`src/rtl/pds_pkg.sv`:
```
package pds_pkg;

    typedef enum logic [1:0] {
        ST_IDLE = 2'd0,
        ST_ACK  = 2'd1,
        ST_IDL  = 2'd2,
        ST_PWR  = 2'd3
    } pds_state_e;

    typedef struct packed {
        pds_state_e state;
        logic       dir_on;
        logic       idle_req;
        logic       sw_en;
        logic       busy;
        logic       done;
        logic       err;
    } pds_regs_t;

endpackage

```
`src/rtl/pds_wait_timer.sv`:
```
module pds_wait_timer #(
    parameter int LIMIT = 10000
) (
    input  logic clk,
    input  logic rst_n,
    input  logic clear,
    input  logic run,
    output logic expired
);
    localparam int CW = $clog2(LIMIT + 1);
    localparam logic [CW-1:0] LAST = CW'(LIMIT - 1);

    logic [CW-1:0] cnt_d, cnt_q;

    assign expired = run && (cnt_q == LAST);

    always_comb begin
        cnt_d = cnt_q;
        if (clear)
            cnt_d = '0;
        else if (run && !expired)
            cnt_d = cnt_q + 1'b1;
    end

    always_ff @(posedge clk or negedge rst_n) begin
        if (!rst_n) cnt_q <= '0;
        else        cnt_q <= cnt_d;
    end

    AST_TIMER_RANGE: assert property (@(posedge clk) disable iff (!rst_n)
        cnt_q <= LAST);

endmodule

```
`src/rtl/pds_domain_sense.sv`:
```
module pds_domain_sense
    import pds_pkg::*;
#(
    parameter bit HAS_SWITCH = 1'b1
) (
    input  pds_state_e state,
    input  logic       idle_req_q,
    input  logic       sw_en_q,
    input  logic       ack_i,
    input  logic       idle_i,
    input  logic       pwr_off_i,
    output logic       cur_on,
    output logic       step_ok
);
    generate
        if (HAS_SWITCH) begin : g_sw
            assign cur_on = !pwr_off_i;
        end else begin : g_noswitch
            assign cur_on = !idle_i;
        end
    endgenerate

    always_comb begin
        case (state)
            ST_ACK:  step_ok = (ack_i == idle_req_q);
            ST_IDL:  step_ok = (idle_i == idle_req_q);
            ST_PWR:  step_ok = (pwr_off_i == !sw_en_q);
            default: step_ok = 1'b0;
        endcase
    end

endmodule

```
`src/rtl/pwr_dom_seq.sv`:
```
module pwr_dom_seq
    import pds_pkg::*;
#(
    parameter int TIMEOUT_CYCLES = 10000,
    parameter bit HAS_SWITCH     = 1'b1,
    parameter bit HAS_IDLE_REQ   = 1'b1
) (
    input  logic clk,
    input  logic rst_n,
    input  logic cmd_valid_i,
    input  logic cmd_on_i,
    input  logic ack_i,
    input  logic idle_i,
    input  logic pwr_off_i,
    output logic idle_req_o,
    output logic sw_en_o,
    output logic busy_o,
    output logic done_o,
    output logic err_o
);
    pds_regs_t r_d, r_q;
    logic cur_on, step_ok, expired, tmr_clear, tmr_run;

    pds_domain_sense #(.HAS_SWITCH(HAS_SWITCH)) u_sense (
        .state      (r_q.state),
        .idle_req_q (r_q.idle_req),
        .sw_en_q    (r_q.sw_en),
        .ack_i      (ack_i),
        .idle_i     (idle_i),
        .pwr_off_i  (pwr_off_i),
        .cur_on     (cur_on),
        .step_ok    (step_ok)
    );

    assign tmr_run   = (r_q.state != ST_IDLE);
    assign tmr_clear = (r_d.state != r_q.state) || !tmr_run;

    pds_wait_timer #(.LIMIT(TIMEOUT_CYCLES)) u_timer (
        .clk     (clk),
        .rst_n   (rst_n),
        .clear   (tmr_clear),
        .run     (tmr_run),
        .expired (expired)
    );

    always_comb begin
        r_d      = r_q;
        r_d.done = 1'b0;
        case (r_q.state)
            ST_IDLE: begin
                if (cmd_valid_i && (cur_on != cmd_on_i)) begin
                    r_d.err    = 1'b0;
                    r_d.busy   = 1'b1;
                    r_d.dir_on = cmd_on_i;
                    if (!cmd_on_i) begin
                        if (HAS_IDLE_REQ) begin
                            r_d.idle_req = 1'b1;
                            r_d.state    = ST_ACK;
                        end else begin
                            r_d.sw_en = 1'b0;
                            r_d.state = ST_PWR;
                        end
                    end else begin
                        if (HAS_SWITCH) begin
                            r_d.sw_en = 1'b1;
                            r_d.state = ST_PWR;
                        end else begin
                            r_d.idle_req = 1'b0;
                            r_d.state    = ST_ACK;
                        end
                    end
                end
            end
            ST_ACK: begin
                if (step_ok)
                    r_d.state = ST_IDL;
            end
            ST_IDL: begin
                if (step_ok) begin
                    if (!r_q.dir_on && HAS_SWITCH) begin
                        r_d.sw_en = 1'b0;
                        r_d.state = ST_PWR;
                    end else begin
                        r_d.state = ST_IDLE;
                        r_d.busy  = 1'b0;
                        r_d.done  = 1'b1;
                    end
                end
            end
            ST_PWR: begin
                if (step_ok) begin
                    if (r_q.dir_on && HAS_IDLE_REQ) begin
                        r_d.idle_req = 1'b0;
                        r_d.state    = ST_ACK;
                    end else begin
                        r_d.state = ST_IDLE;
                        r_d.busy  = 1'b0;
                        r_d.done  = 1'b1;
                    end
                end
            end
            default: r_d.state = ST_IDLE;
        endcase
        if (r_q.state != ST_IDLE && !step_ok && expired) begin
            r_d.state = ST_IDLE;
            r_d.busy  = 1'b0;
            r_d.err   = 1'b1;
        end
    end

    always_ff @(posedge clk or negedge rst_n) begin
        if (!rst_n) begin
            r_q.state    <= ST_IDLE;
            r_q.dir_on   <= 1'b1;
            r_q.idle_req <= 1'b0;
            r_q.sw_en    <= 1'b1;
            r_q.busy     <= 1'b0;
            r_q.done     <= 1'b0;
            r_q.err      <= 1'b0;
        end else begin
            r_q <= r_d;
        end
    end

    assign idle_req_o = r_q.idle_req;
    assign sw_en_o    = r_q.sw_en;
    assign busy_o     = r_q.busy;
    assign done_o     = r_q.done;
    assign err_o      = r_q.err;

    generate
        if (HAS_SWITCH && HAS_IDLE_REQ) begin : g_order_chk
            AST_OPEN_AFTER_IDLE: assert property (@(posedge clk) disable iff (!rst_n)
                $fell(sw_en_o) |-> $past(idle_i));
            AST_UNIDLE_AFTER_POWER: assert property (@(posedge clk) disable iff (!rst_n)
                $fell(idle_req_o) |-> !$past(pwr_off_i));
        end
        if (!HAS_IDLE_REQ) begin : g_noreq_chk
            AST_NO_IDLE_REQ: assert property (@(posedge clk) disable iff (!rst_n)
                !idle_req_o);
        end
    endgenerate

    AST_DONE_ONE_CYCLE: assert property (@(posedge clk) disable iff (!rst_n)
        done_o |=> !done_o);
    AST_DONE_EXCLUSIVE: assert property (@(posedge clk) disable iff (!rst_n)
        done_o |-> (!busy_o && !err_o));
    AST_ERR_STICKY: assert property (@(posedge clk) disable iff (!rst_n)
        (err_o && !cmd_valid_i) |=> err_o);
    AST_BUSY_FROM_CMD: assert property (@(posedge clk) disable iff (!rst_n)
        $rose(busy_o) |-> $past(cmd_valid_i));
    AST_ERR_NOT_BUSY: assert property (@(posedge clk) disable iff (!rst_n)
        $rose(err_o) |-> !busy_o);

endmodule

```
`config.mk`:
```
export PLATFORM = sky130hd
export DESIGN_NAME = pwr_dom_seq
export DESIGN_NICKNAME = d
export VERILOG_FILES = /design/src/rtl/pds_pkg.sv /design/src/rtl/pds_wait_timer.sv /design/src/rtl/pds_domain_sense.sv /design/src/rtl/pwr_dom_seq.sv
export SDC_FILE = /design/constraint.sdc
export NUM_CORES = 1
export LEC_CHECK = 0
export BUFFER_PORTS_ARGS = -buffer_cell sky130_fd_sc_hd__buf_2
export CORE_MARGIN = 2
export CORE_UTILIZATION = 48
export DETAILED_ROUTE_END_ITERATION = 6
export GPL_ROUTABILITY_DRIVEN = 0
export PLACE_DENSITY = 0.66
export SETUP_SLACK_MARGIN = 0.1
export SYNTH_ARGS = -nofsm -noshare
export SYNTH_HDL_FRONTEND = slang
export SYNTH_SLANG_ARGS = --single-unit
export TNS_END_PERCENT = 5
```
`constraint.sdc`:
```
create_clock -name clk -period 4.6 [get_ports clk]
set_input_delay 0.46 -clock clk [delete_from_list [all_inputs] [get_ports clk]]
set_output_delay 0.46 -clock clk [all_outputs]
set_load 0.005 [all_outputs]
```
==> impl_table.tex <==
\begin{tabular}{lr}
\hline
Metric & Value \\
\hline
\multicolumn{2}{l}{\textbf{Outcome}} \\
Outcome & finished clean \\
\multicolumn{2}{l}{\textbf{Clocking}} \\
Depth of the CTS H-tree & 1 \\
Maximum clock path buffer count & 2 \\
CTS resizes & 0 \\
Cell at the root of the clock tree & clkbuf\_4 \\
Number of clock sinks seen by CTS & 22 \\
Total clock buffers created by CTS & 3 \\
Number of hold buffers added after cts & 0 \\
Clock-pin transition on the worst setup and hold timing paths & 0.13 ns \\
Insertion delay to the later sink of the worst-skew pair & 0.32 ns \\
CTS tree & built \\
Total setup buffers inserted after CTS & 0 \\
\multicolumn{2}{l}{\textbf{Cells and area}} \\
Number of nets in the finished design & $\sim$200 \\
Sequential Area & 553 µm² \\
Layout area overhead & 4.99\% \\
Multi-input gate area in the final layout & between 900 and 1000 µm² \\
Count of filler cells inserted in the layout & approximately 280 \\
Non-filler cells, final & 230 \\
Antenna cell count & 0 \\
Layout cell share with drive strength beyond 1 & approximately 15\% \\
\multicolumn{2}{l}{\textbf{Synth}} \\
Post-synthesis net count & 190 \\
Total standard cell area after synthesis & approximately 1600 µm² \\
Portion of the post-synthesis area used by sequential elements & between 30\% and 40\% \\
Distinct cell type count of the synthesized netlist & 49 \\
Most numerous cell in the Yosys netlist & dfrtp\_1 \\
Number of synthesized register bits & 22 \\
Post-synth top flop & dfrtp\_1 \\
Number of standard cells after synthesis & around 180 \\
Top cell type by total area after synthesis & dfrtp\_1 \\
Fraction of post-synthesis cell area in the top cell type by area & 31.2\% \\
Mean instance size in the synthesized netlist & around 9.0 µm² \\
Leading cell types by count after synthesis & dfrtp\_1, nor4\_1, nand2\_1 \\
Share of synthesized registers carrying an async set or reset & 100\% \\
Post-synth EDFFs & 0 \\
Main area contributors after synthesis & dfrtp\_1, nor4\_1, xor2\_1, ha\_1, nor3\_1 \\
Number of warning messages in the yosys log & 0 \\
\multicolumn{2}{l}{\textbf{Global route}} \\
All-Layer GR Usage & a little under a quarter \\
Number of global-route vias before repair & about 1.3k \\
Residual overflow from global routing & 0 \\
Pin count of the biggest net entering global routing & 26 \\
First-pass GRT wire length & about 6400 µm \\
Initial antenna violation count & 0 \\
\multicolumn{2}{l}{\textbf{Worst setup path}} \\
Critical setup path kind & reg -> reg \\
FF-to-FF Start & r\_q[7] \\
Worst flop-to-flop path endpoint & u\_timer.cnt\_q[9] \\
CP max FO & 25 \\
Crit path max-delay family & compound AO/OA/AOI/OAI gates \\
Count of cells along the worst register-to-register path & 7 \\
Most used cell, CP & inv\_1 \\
Worst Path Required & $\sim$4.8 ns \\
CP max stage delay & roughly 0.75 ns \\
Arrival @ worst endpoint & $\sim$3.4 ns \\
Slowest cell on the critical path & ha\_1 \\
Origin of the worst setup path & r\_q[7] \\
Crit path buf inv count & 2 \\
Critical path startpoint category & register \\
Type of destination of the critical path & register \\
Cells traversed along the worst timing path & inv\_1 -> ha\_1 -> inv\_1 -> a211oi\_1 -> a31oi\_1 -> o221ai\_2 -> nor4\_1 \\
Reg2reg setup slack & 1.38 ns \\
\multicolumn{2}{l}{\textbf{STA}} \\
Min cycle time layout & 3.22 ns \\
Number of setup violations in the final report & 0 \\
Max-slew violation count & 0 \\
Max frequency & slightly above 300 MHz \\
Period Utilization, post-route & 70.1\% \\
RSZ-0062 raised after global routing & false \\
Final hold violations & 0 \\
Setup skew after layout & about 0.0022 ns \\
Total negative slack for setup checks & 0 ns \\
Slew at the pin closest to its max-slew limit & about 0.85 ns \\
Relative slew margins & between 40\% and 50\% \\
\multicolumn{2}{l}{\textbf{Floorplanning}} \\
Floorplan row count & 20 \\
DIE AREA & roughly 3800 µm² \\
Width of the die & about 62 µm \\
IO Count & 12 \\
Placeable core region & between 3000 and 4000 µm² \\
Y dimension of the die & about 62 µm \\
Effective utilization at floorplan & just over 50\% \\
\multicolumn{2}{l}{\textbf{Flow run}} \\
Max-Cap Viols & 0 \\
\multicolumn{2}{l}{\textbf{Power and ir drop}} \\
IR Drop Worst-Case VDD & between 0.3 and 0.4 mV \\
Static leakage power & around 0.69 nW \\
Pwr Density & 522 nW/µm² \\
\multicolumn{2}{l}{\textbf{Worst hold path}} \\
Hold Path Class & in -> async \\
\multicolumn{2}{l}{\textbf{Detailed routing}} \\
Post-DRT Antenna Nets & 0 \\
Initial drt markers & 89 \\
Routed length per placed instance & 16.9 µm \\
Final wirelength & around 3900 µm \\
DRC violation count after routing & 0 \\
Via density per instance & approximately 6.3 \\
DR vias & roughly 1.4k \\
DRT Pass-1 Iters & 4 \\
\multicolumn{2}{l}{\textbf{Placed design}} \\
Placed Instances & 226 \\
Total half-perimeter wirelength after legalization and detailed placement & 2730 µm \\
Number of buffers added on ports & 11 \\
\hline
\end{tabular}
## worst max-delay path by stage
| stage | endpoint | cells past startpoint |
|---|---|---|
| after floorplan | u_timer.cnt_q[0] | 8 |
| after global placement | u_timer.cnt_q[8] | 7 |
| after detailed placement | u_timer.cnt_q[4] | 7 |
| after CTS | u_timer.cnt_q[4] | 7 |
| after global routing | u_timer.cnt_q[2] | 7 |
| final | u_timer.cnt_q[9] | 7 |
## per-layer routing
layer	vias up	GRT usage, %	wire [µm]	share of wire [%]
li1	688	-	-	-
met1	701	34.2	1900	49
met2	48	33.7	1760	45
met3	4	2.90	181	4.6
met4	0	10.9	55	1.4
met5	-	0	0	0
## power by group
| part | switching, mW | internal, mW |
|---|---|---|
| sequential | 0.0343 | 0.224 |
| combinational | 0.350 | 0.171 |
| clock | 0.0660 | 0.0340 |
## worst register-to-register path, delay by kind of cell (launching register included)
family	cells	cell delay [ns]
adders and majority gates	1	0.75
DFF	1	0.48
and+or+nand+nor	1	0.13
AOI/OAI and AO/OA	3	1.18
buffers and inverters	2	0.55
## cells in the final DEF (no fill, tap or decap), types with 2 or more instances in the layout
cell       n
a211oi_1   2
nand4_1    4
a41oi_1    2
nor3_1    11
nand2_1   14
nor2_1    10
xnor2_1    5
a21oi_1   10
nor4_1    16
dfstp_2    2
and2_2     2
dfrtp_1   20
mux2i_1    3
o211ai_1   4
xor2_1    10
nand3_1    6
or4_1      2
inv_1      8
nand2b_1   2
o21ai_0    8
buf_2     11
clkbuf_4   3
ha_1       5
a31oi_1    3
## kinds of logic (layout without fill, tap and decap cells)
logic type	count (synthesis)	after routing	synth area share, %
AND/OR/NAND/NOR	79	79	29.1
flip-flops	22	22	34.5
AO/OA/AOI/OAI	38	38	16.2
XOR/XNOR	15	15	8.18
multiplexers	4	4	2.81
adder cells (fa/ha/maj)	5	5	3.90
buffers and inverters	15	23	5.38
## through the flow
step / hold slack [ns] / utilization (%) / total power [mW] / setup WS [ns] / cell area, µm²
after global routing: 0.107 / 53.9 / 0.942 / 1.24 / 1690
final: 0.0796 / 53.9 / 0.879 / 1.38 / 1690
after detailed placement: 0.456 / 53.0 / 0.772 / 1.50 / 1660
after CTS: 0.0930 / 53.9 / 0.871 / 1.49 / 1690
after global placement: 0.443 / 53.0 / 0.762 / 1.67 / 1660
after floorplan: 0.164 / - / 0.682 / 2.26 / 1610
## flip-flops by register name, summed over array words and instances (netlist names)
signal	count
done_o	1
busy_o	1
idle_req_o	1
r_q	3
err_o	1
u_timer.cnt_q	14
sw_en_o	1
## area by class of cell
type                            instances  share of cell area (%)
Tap cell                               44                    3.27
Clock buffer                            4                    1.56
Inverter                                8                    1.78
Multi-Input combinational cell        141                    57.3
Timing Repair Buffer                   11                    3.27
Sequential cell                        22                    32.8
No activity file was read; power rests on OpenSTA's default activity.
